## src/rtl/dbg_pkg.sv

```systemverilog
// Shared types for the debug execution controller.
// Assumes 2-bit command and kind encodings fixed by the requirements.
package dbg_pkg;
    typedef enum logic [1:0] {
        CMD_RUN  = 2'd0,
        CMD_HALT = 2'd1,
        CMD_STEP = 2'd2,
        CMD_SKIP = 2'd3
    } dbg_cmd_e;

    typedef enum logic [1:0] {
        KIND_PC  = 2'd0,
        KIND_RD  = 2'd1,
        KIND_WR  = 2'd2,
        KIND_ANY = 2'd3
    } bp_kind_e;

    typedef struct packed {
        logic       en;
        logic [1:0] space;
        bp_kind_e   kind;
        logic       dmatch;
    } bp_ctl_t;
endpackage

```

## src/rtl/dbg_bp_slot.sv

```systemverilog
// One breakpoint slot: stores its condition and compares it against the
// current program counter or memory access.
// Assumes the caller drives 'armed' low while halted, so nothing toggles then.
module dbg_bp_slot
    import dbg_pkg::*;
#(
    parameter int AW = 16,
    parameter int DW = 8
) (
    input  logic          clk,
    input  logic          rst_n,
    input  logic          wr_en,
    input  bp_ctl_t       wr_ctl,
    input  logic [AW-1:0] wr_addr,
    input  logic [DW-1:0] wr_data,
    input  logic          armed,
    input  logic          pc_valid,
    input  logic [AW-1:0] pc,
    input  logic          acc_valid,
    input  logic          acc_write,
    input  logic [1:0]    acc_space,
    input  logic [AW-1:0] acc_addr,
    input  logic [DW-1:0] acc_data,
    output logic          match,
    output logic          enabled
);
    bp_ctl_t       ctl_q;
    logic [AW-1:0] addr_q;
    logic [DW-1:0] data_q;
    logic          dir_ok;
    logic          pc_hit;
    logic          acc_hit;

    // Hold the slot condition; a write lands at the clock edge.
    always_ff @(posedge clk) begin
        if (!rst_n) begin
            ctl_q  <= '{en: 1'b0, space: 2'd0, kind: KIND_PC, dmatch: 1'b0};
            addr_q <= '0;
            data_q <= '0;
        end else if (wr_en) begin
            ctl_q  <= wr_ctl;
            addr_q <= wr_addr;
            data_q <= wr_data;
        end
    end

    // Decide whether the access direction suits the slot kind.
    always_comb begin
        unique case (ctl_q.kind)
            KIND_RD:  dir_ok = !acc_write;
            KIND_WR:  dir_ok = acc_write;
            KIND_ANY: dir_ok = 1'b1;
            default:  dir_ok = 1'b0;
        endcase
    end

    // Compare the stored condition with the live buses.
    always_comb begin
        pc_hit  = pc_valid && (pc == addr_q);
        acc_hit = acc_valid && dir_ok && (acc_space == ctl_q.space)
                  && (acc_addr == addr_q)
                  && (!ctl_q.dmatch || (acc_data == data_q));
        match   = ctl_q.en && armed &&
                  ((ctl_q.kind == KIND_PC) ? pc_hit : acc_hit);
    end

    assign enabled = ctl_q.en;
endmodule

```

## src/rtl/dbg_bp_prio.sv

```systemverilog
// Lowest-index-wins encoder over the slot match lines.
// Assumes N >= 2.
module dbg_bp_prio #(
    parameter int N  = 4,
    parameter int IW = $clog2(N)
) (
    input  logic [N-1:0]  req,
    output logic          any,
    output logic [IW-1:0] idx
);
    // Scan from the top down so the lowest set request is kept last.
    always_comb begin
        idx = '0;
        for (int i = N - 1; i >= 0; i--) begin
            if (req[i]) idx = IW'(i);
        end
        any = |req;
    end
endmodule

```

## src/rtl/dbg_exec_fsm.sv

```systemverilog
// Run/halt control with step and skip pulses and the sticky hit flag.
// Assumes hit_any is already masked while halted; it is re-checked here.
module dbg_exec_fsm
    import dbg_pkg::*;
#(
    parameter int IW = 2
) (
    input  logic          clk,
    input  logic          rst_n,
    input  logic          cmd_valid,
    input  dbg_cmd_e      cmd,
    input  logic          hit_any,
    input  logic [IW-1:0] hit_idx,
    output logic          halt,
    output logic          step_p,
    output logic          skip_p,
    output logic          flag,
    output logic [IW-1:0] id
);
    logic          halt_q;
    logic          step_q;
    logic          skip_q;
    logic          flag_q;
    logic [IW-1:0] id_q;

    // Issue single-cycle advance pulses only from the halted state.
    always_ff @(posedge clk) begin
        if (!rst_n) begin
            step_q <= 1'b0;
            skip_q <= 1'b0;
        end else begin
            step_q <= cmd_valid && (cmd == CMD_STEP) && halt_q;
            skip_q <= cmd_valid && (cmd == CMD_SKIP) && halt_q;
        end
    end

    // Halt state and breakpoint record; a match beats any command.
    always_ff @(posedge clk) begin
        if (!rst_n) begin
            halt_q <= 1'b0;
            flag_q <= 1'b0;
            id_q   <= '0;
        end else if (hit_any && !halt_q) begin
            halt_q <= 1'b1;
            flag_q <= 1'b1;
            id_q   <= hit_idx;
        end else if (cmd_valid) begin
            case (cmd)
                CMD_RUN: begin
                    halt_q <= 1'b0;
                    flag_q <= 1'b0;
                end
                CMD_HALT: halt_q <= 1'b1;
                default:  ;
            endcase
        end
    end

    assign halt   = halt_q;
    assign step_p = step_q;
    assign skip_p = skip_q;
    assign flag   = flag_q;
    assign id     = id_q;
endmodule

```

## src/rtl/dbg_exec_ctrl.sv

```systemverilog
// Top of the debug execution controller: a bank of breakpoint slots, a
// priority encoder and the run/halt state machine.
// Assumes one memory access per cycle and a PC valid only at boundaries.
module dbg_exec_ctrl
    import dbg_pkg::*;
#(
    parameter int NUM_BP = 4,
    parameter int AW     = 16,
    parameter int DW     = 8,
    localparam int SLOT_W = $clog2(NUM_BP)
) (
    input  logic              clk,
    input  logic              rst_n,
    input  logic              cmd_valid,
    input  logic [1:0]        cmd_op,
    input  logic              cfg_we,
    input  logic [SLOT_W-1:0] cfg_slot,
    input  logic              cfg_en,
    input  logic [1:0]        cfg_space,
    input  logic [1:0]        cfg_kind,
    input  logic [AW-1:0]     cfg_addr,
    input  logic [DW-1:0]     cfg_data,
    input  logic              cfg_dmatch,
    input  logic              pc_valid,
    input  logic [AW-1:0]     pc,
    input  logic              acc_valid,
    input  logic              acc_write,
    input  logic [1:0]        acc_space,
    input  logic [AW-1:0]     acc_addr,
    input  logic [DW-1:0]     acc_data,
    output logic              cpu_halt,
    output logic              cpu_step,
    output logic              cpu_skip,
    output logic              bp_hit,
    output logic [SLOT_W-1:0] bp_id,
    output logic              dbg_active
);
    logic [NUM_BP-1:0] slot_match;
    logic [NUM_BP-1:0] slot_en;
    logic              any_hit;
    logic [SLOT_W-1:0] hit_idx;
    logic              halt_w;
    bp_ctl_t           new_ctl;

    // Pack the configuration fields for the slot bank.
    always_comb begin
        new_ctl = '{en: cfg_en, space: cfg_space,
                    kind: bp_kind_e'(cfg_kind), dmatch: cfg_dmatch};
    end

    for (genvar g = 0; g < NUM_BP; g++) begin : g_slot
        dbg_bp_slot #(.AW(AW), .DW(DW)) u_slot (
            .clk       (clk),
            .rst_n     (rst_n),
            .wr_en     (cfg_we && (cfg_slot == SLOT_W'(g))),
            .wr_ctl    (new_ctl),
            .wr_addr   (cfg_addr),
            .wr_data   (cfg_data),
            .armed     (!halt_w),
            .pc_valid  (pc_valid),
            .pc        (pc),
            .acc_valid (acc_valid),
            .acc_write (acc_write),
            .acc_space (acc_space),
            .acc_addr  (acc_addr),
            .acc_data  (acc_data),
            .match     (slot_match[g]),
            .enabled   (slot_en[g])
        );
    end

    dbg_bp_prio #(.N(NUM_BP), .IW(SLOT_W)) u_prio (
        .req (slot_match),
        .any (any_hit),
        .idx (hit_idx)
    );

    dbg_exec_fsm #(.IW(SLOT_W)) u_fsm (
        .clk       (clk),
        .rst_n     (rst_n),
        .cmd_valid (cmd_valid),
        .cmd       (dbg_cmd_e'(cmd_op)),
        .hit_any   (any_hit),
        .hit_idx   (hit_idx),
        .halt      (halt_w),
        .step_p    (cpu_step),
        .skip_p    (cpu_skip),
        .flag      (bp_hit),
        .id        (bp_id)
    );

    assign cpu_halt   = halt_w;
    assign dbg_active = (|slot_en) || halt_w;
endmodule

```

## config.mk

```make
export PLATFORM = sky130hd
export DESIGN_NAME = dbg_exec_ctrl
export DESIGN_NICKNAME = d
export VERILOG_FILES = /design/src/rtl/dbg_pkg.sv /design/src/rtl/dbg_bp_slot.sv /design/src/rtl/dbg_bp_prio.sv /design/src/rtl/dbg_exec_fsm.sv /design/src/rtl/dbg_exec_ctrl.sv
export SDC_FILE = /design/constraint.sdc
export NUM_CORES = 1
export LEC_CHECK = 0
export BUFFER_PORTS_ARGS = -buffer_cell sky130_fd_sc_hd__buf_2
export CAP_MARGIN = 0
export CORE_ASPECT_RATIO = 0.9
export CORE_MARGIN = 2
export CORE_UTILIZATION = 28
export CTS_BUF_LIST = sky130_fd_sc_hd__clkbuf_8
export CTS_CLUSTER_SIZE = 30
export DETAILED_ROUTE_END_ITERATION = 10
export MAX_ROUTING_LAYER = met4
export PLACE_DENSITY_LB_ADDON = 0.12
export SETUP_SLACK_MARGIN = 0.02
export SYNTH_ARGS = -nofsm -noshare
export SYNTH_HDL_FRONTEND = slang
export SYNTH_SLANG_ARGS = --single-unit
```

## constraint.sdc

```tcl
create_clock -name clk -period 4.6 [get_ports clk]
set_clock_uncertainty 0.15 [all_clocks]
set_input_delay 1.38 -clock clk [delete_from_list [all_inputs] [get_ports clk]]
set_output_delay 1.38 -clock clk [all_outputs]
set_load 0.05 [all_outputs]
```

==> metrics.yaml <==
drive_above_1_share: 0.150
syn_area_mm2: 0.00682
p_sw_frac: 0.289
htree_levels: 4
rsz0062_at_grt: "no"
cap_violations: 0
grt_pass1_vias: 5481
coreArea_mm2: 0.0241
area_growth_pct: 14.4
syn_avg_cell_area_um2: 8.14
die_width_um: 169
slowest_delay_ns: 0.61
seqPwrFrac: 0.467
cts_inserted_buffers: 17
slew_headroom: 0.336
dr.first_iter.drc_count: 391
grt_remaining_overflow: 0
min_from: "g_slot[0].u_slot.ctl_q[0]"
crit_path_start: "acc_addr[9]"
post-route-drc-count: 0
final_common_cell: "nand2_1"
cts_tree: "done"
hold_class: "flip-flop to flip-flop"
antenna_left: 0
cts_root_buffer: "clkbuf_8"
switching_power_w: 0.000720
io_buffers: 89
layout_common_cells: "246 x nand2_1, 126 x dfxtp_1, 120 x a21boi_0"
syn_nets: 921
grt_max_degree: 42
antenna_found_initial: 3
wl_met2_um: 10400
grt_pass1_wl_um: 36100
period_needed_ns: 3.03
post-cts-setup-buffers: 0
rows: 54
ir_drop_mv: 0.128
power.leakage_nw: 2.71
hold_violations: 0
critPathKind: "input port to flip-flop"
gp_congestion: 0.956
hold_buffers: 0
internal_power_w: 0.00177
drv_slew: 0
routedLengthMet1_um: 12300
holdWs_ns: 0.318
rr_startpoint: "g_slot[3].u_slot.addr_q[9]"
synth_cell_types: 33
cts.sinks: 126
clkTransAtPathRegs_ns: 0.07
powerDensity_mw_per_mm2: 319
finalSetupViolations: 0
synthFlopType: "dfxtp_1"
cts_buffer_depth: 2
status: "complete, no violations"
grtUsageTotal: 0.199
die_h_um: 152
async_flop_share: 0
worstSetupEndpointType: "flip-flop"
layout.nets: 969
setup_tns_ns: 0
highest_layer: "met4"
pwr-share-comb: 0.144
ys_warn_count: 0
top_level_ports: 90
yosysSeqAreaShare: 0.370
start_util: 0.284
dr.pass1.iters: 5
wl_per_cell_um: 20.1
arrival_ns: 3.26
crit_buf_inv: 1
worst_pin_slew_ns: 0.996
clkPwrFrac: 0.389
vias: 5744
critPathLaunchType: "input port"
synth_edf_count: 0
place_hpwl_um: 17700
path_max_fanout: 4
die-area_mm2: 0.0256
cpLargestDelayFamily: "simple AND/OR/NAND/NOR gates"
ctsResizeCount: 0
wl_met3_um: 1260
period_share: 0.658
syn_inst: 838
wl_um: 24300
crit_slowest_cell: "nor4_1"
clkLatencyLatePin_ns: 0.45
yosys_register_bits: 126
path_cells: "buf_2 -> xor2_1 -> nor4_1 -> nand4_1 -> a2111oi_2 -> or3b_1 -> o211a_1"
via_per_inst: 4.75
max_freq_mhz: 330
worstPathRequired_ns: 4.83
## sequential cells by signal, indices dropped and copies added, names as in the netlist
signal                 count
u_fsm.flag                 1
u_fsm.skip_p               1
u_fsm.step_p               1
u_fsm.id                   2
u_fsm.halt                 1
g_slot.u_slot.ctl_q       20
g_slot.u_slot.addr_q      64
g_slot.u_slot.enabled      4
g_slot.u_slot.data_q      32
## synth_stat cells, types with 2 or more instances
cell type,n,area share
nand2_1,246,0.14
dfxtp_1,126,0.37
a21boi_0,120,0.13
xnor2_1,117,0.15
xor2_1,49,0.063
clkbuf_1,38,0.021
nand4_1,32,0.029
buf_2,21,0.015
nor4_1,16,0.015
nand3_1,10,0.0073
nor2_1,10,0.0055
clkbuf_2,6,0.0044
mux2i_1,5,0.0073
nand2b_1,5,0.0046
nor3_1,5,0.0037
o21ai_0,5,0.0037
buf_6,3,0.0050
nand3b_1,3,0.0033
a32oi_1,2,0.0026
and3_1,2,0.0018
inv_1,2,0.0011
nor2b_1,2,0.0018
o21a_1,2,0.0022
or2_2,2,0.0018
## metal layers
metal	GRT usage	vias to the layer above
met1	0.284	2737
met4	0.0517	0
met3	0.0386	26
met2	0.285	144
li1	-	2837
met5	-	-
## worst reg2reg max path: stages (launching register included)
cell       delay, ns
dfxtp_1         0.36
xor2_1          0.18
nor4_1          0.61
nand4_1         0.21
a2111oi_2       0.40
or3b_1          0.23
o211a_1         0.14
## cell families after synthesis
| logic type | after synthesis | share of synthesized area |
|---|---|---|
| buf+inv | 70 | 0.0468 |
| flops | 126 | 0.370 |
| compound gates | 133 | 0.146 |
| simple gates | 338 | 0.216 |
| xor+xnor | 166 | 0.213 |
| mux | 5 | 0.00734 |
## path summary, 6_finish.rpt
| kind | slack (ns) | to | cells past startpoint |
|---|---|---|---|
| max reg2reg | 2.26 | u_fsm.id[1] | 6 |
| min reg2reg | 0.32 | g_slot[0].u_slot.ctl_q[0] | 2 |
| max | 1.57 | u_fsm.id[1] | 7 |
| min | 0.32 | g_slot[0].u_slot.ctl_q[0] | 2 |
## area by class of cell
class | instances | area, um^2
diodes | 2 | 5.00
clock buffers | 19 | 262
clock inverters | 13 | 125
fillers | 2620 | 16300
inverters | 2 | 7.51
multi-input cells | 642 | 3990
flip-flops and latches | 126 | 2520
well taps | 308 | 385
repair buffers | 97 | 505
## power groups by stage
stage / registers (W) / logic, W / clock network [W]
detailed placement: 0.00119 / 0.000358 / 0
global placement: 0.00119 / 0.000362 / 0
finish: 0.00116 / 0.000358 / 0.000967
floorplan: 0.00118 / 0.000220 / 0
CTS: 0.00116 / 0.000360 / 0.00100
global route: 0.00117 / 0.000387 / 0.00104
## through the flow
| step | utilization | std cells | setup slack, ns | cell area, um^2 | total power (W) |
|---|---|---|---|---|---|
| 2_1_floorplan | - | 838 | 1.73 | 6820 | 0.00140 |
| 6_report | 0.324 | 1209 | 1.57 | 7800 | 0.00249 |
| 4_1_cts | 0.324 | 1207 | 1.61 | 7800 | 0.00252 |
| 3_5_place_dp | 0.308 | 1175 | 1.12 | 7410 | 0.00155 |
| 3_3_place_gp | 0.308 | 1175 | 1.13 | 7410 | 0.00155 |
| 5_1_grt | 0.324 | 1209 | 1.53 | 7800 | 0.00259 |
Note: power is estimated with default switching activity, not from simulation.
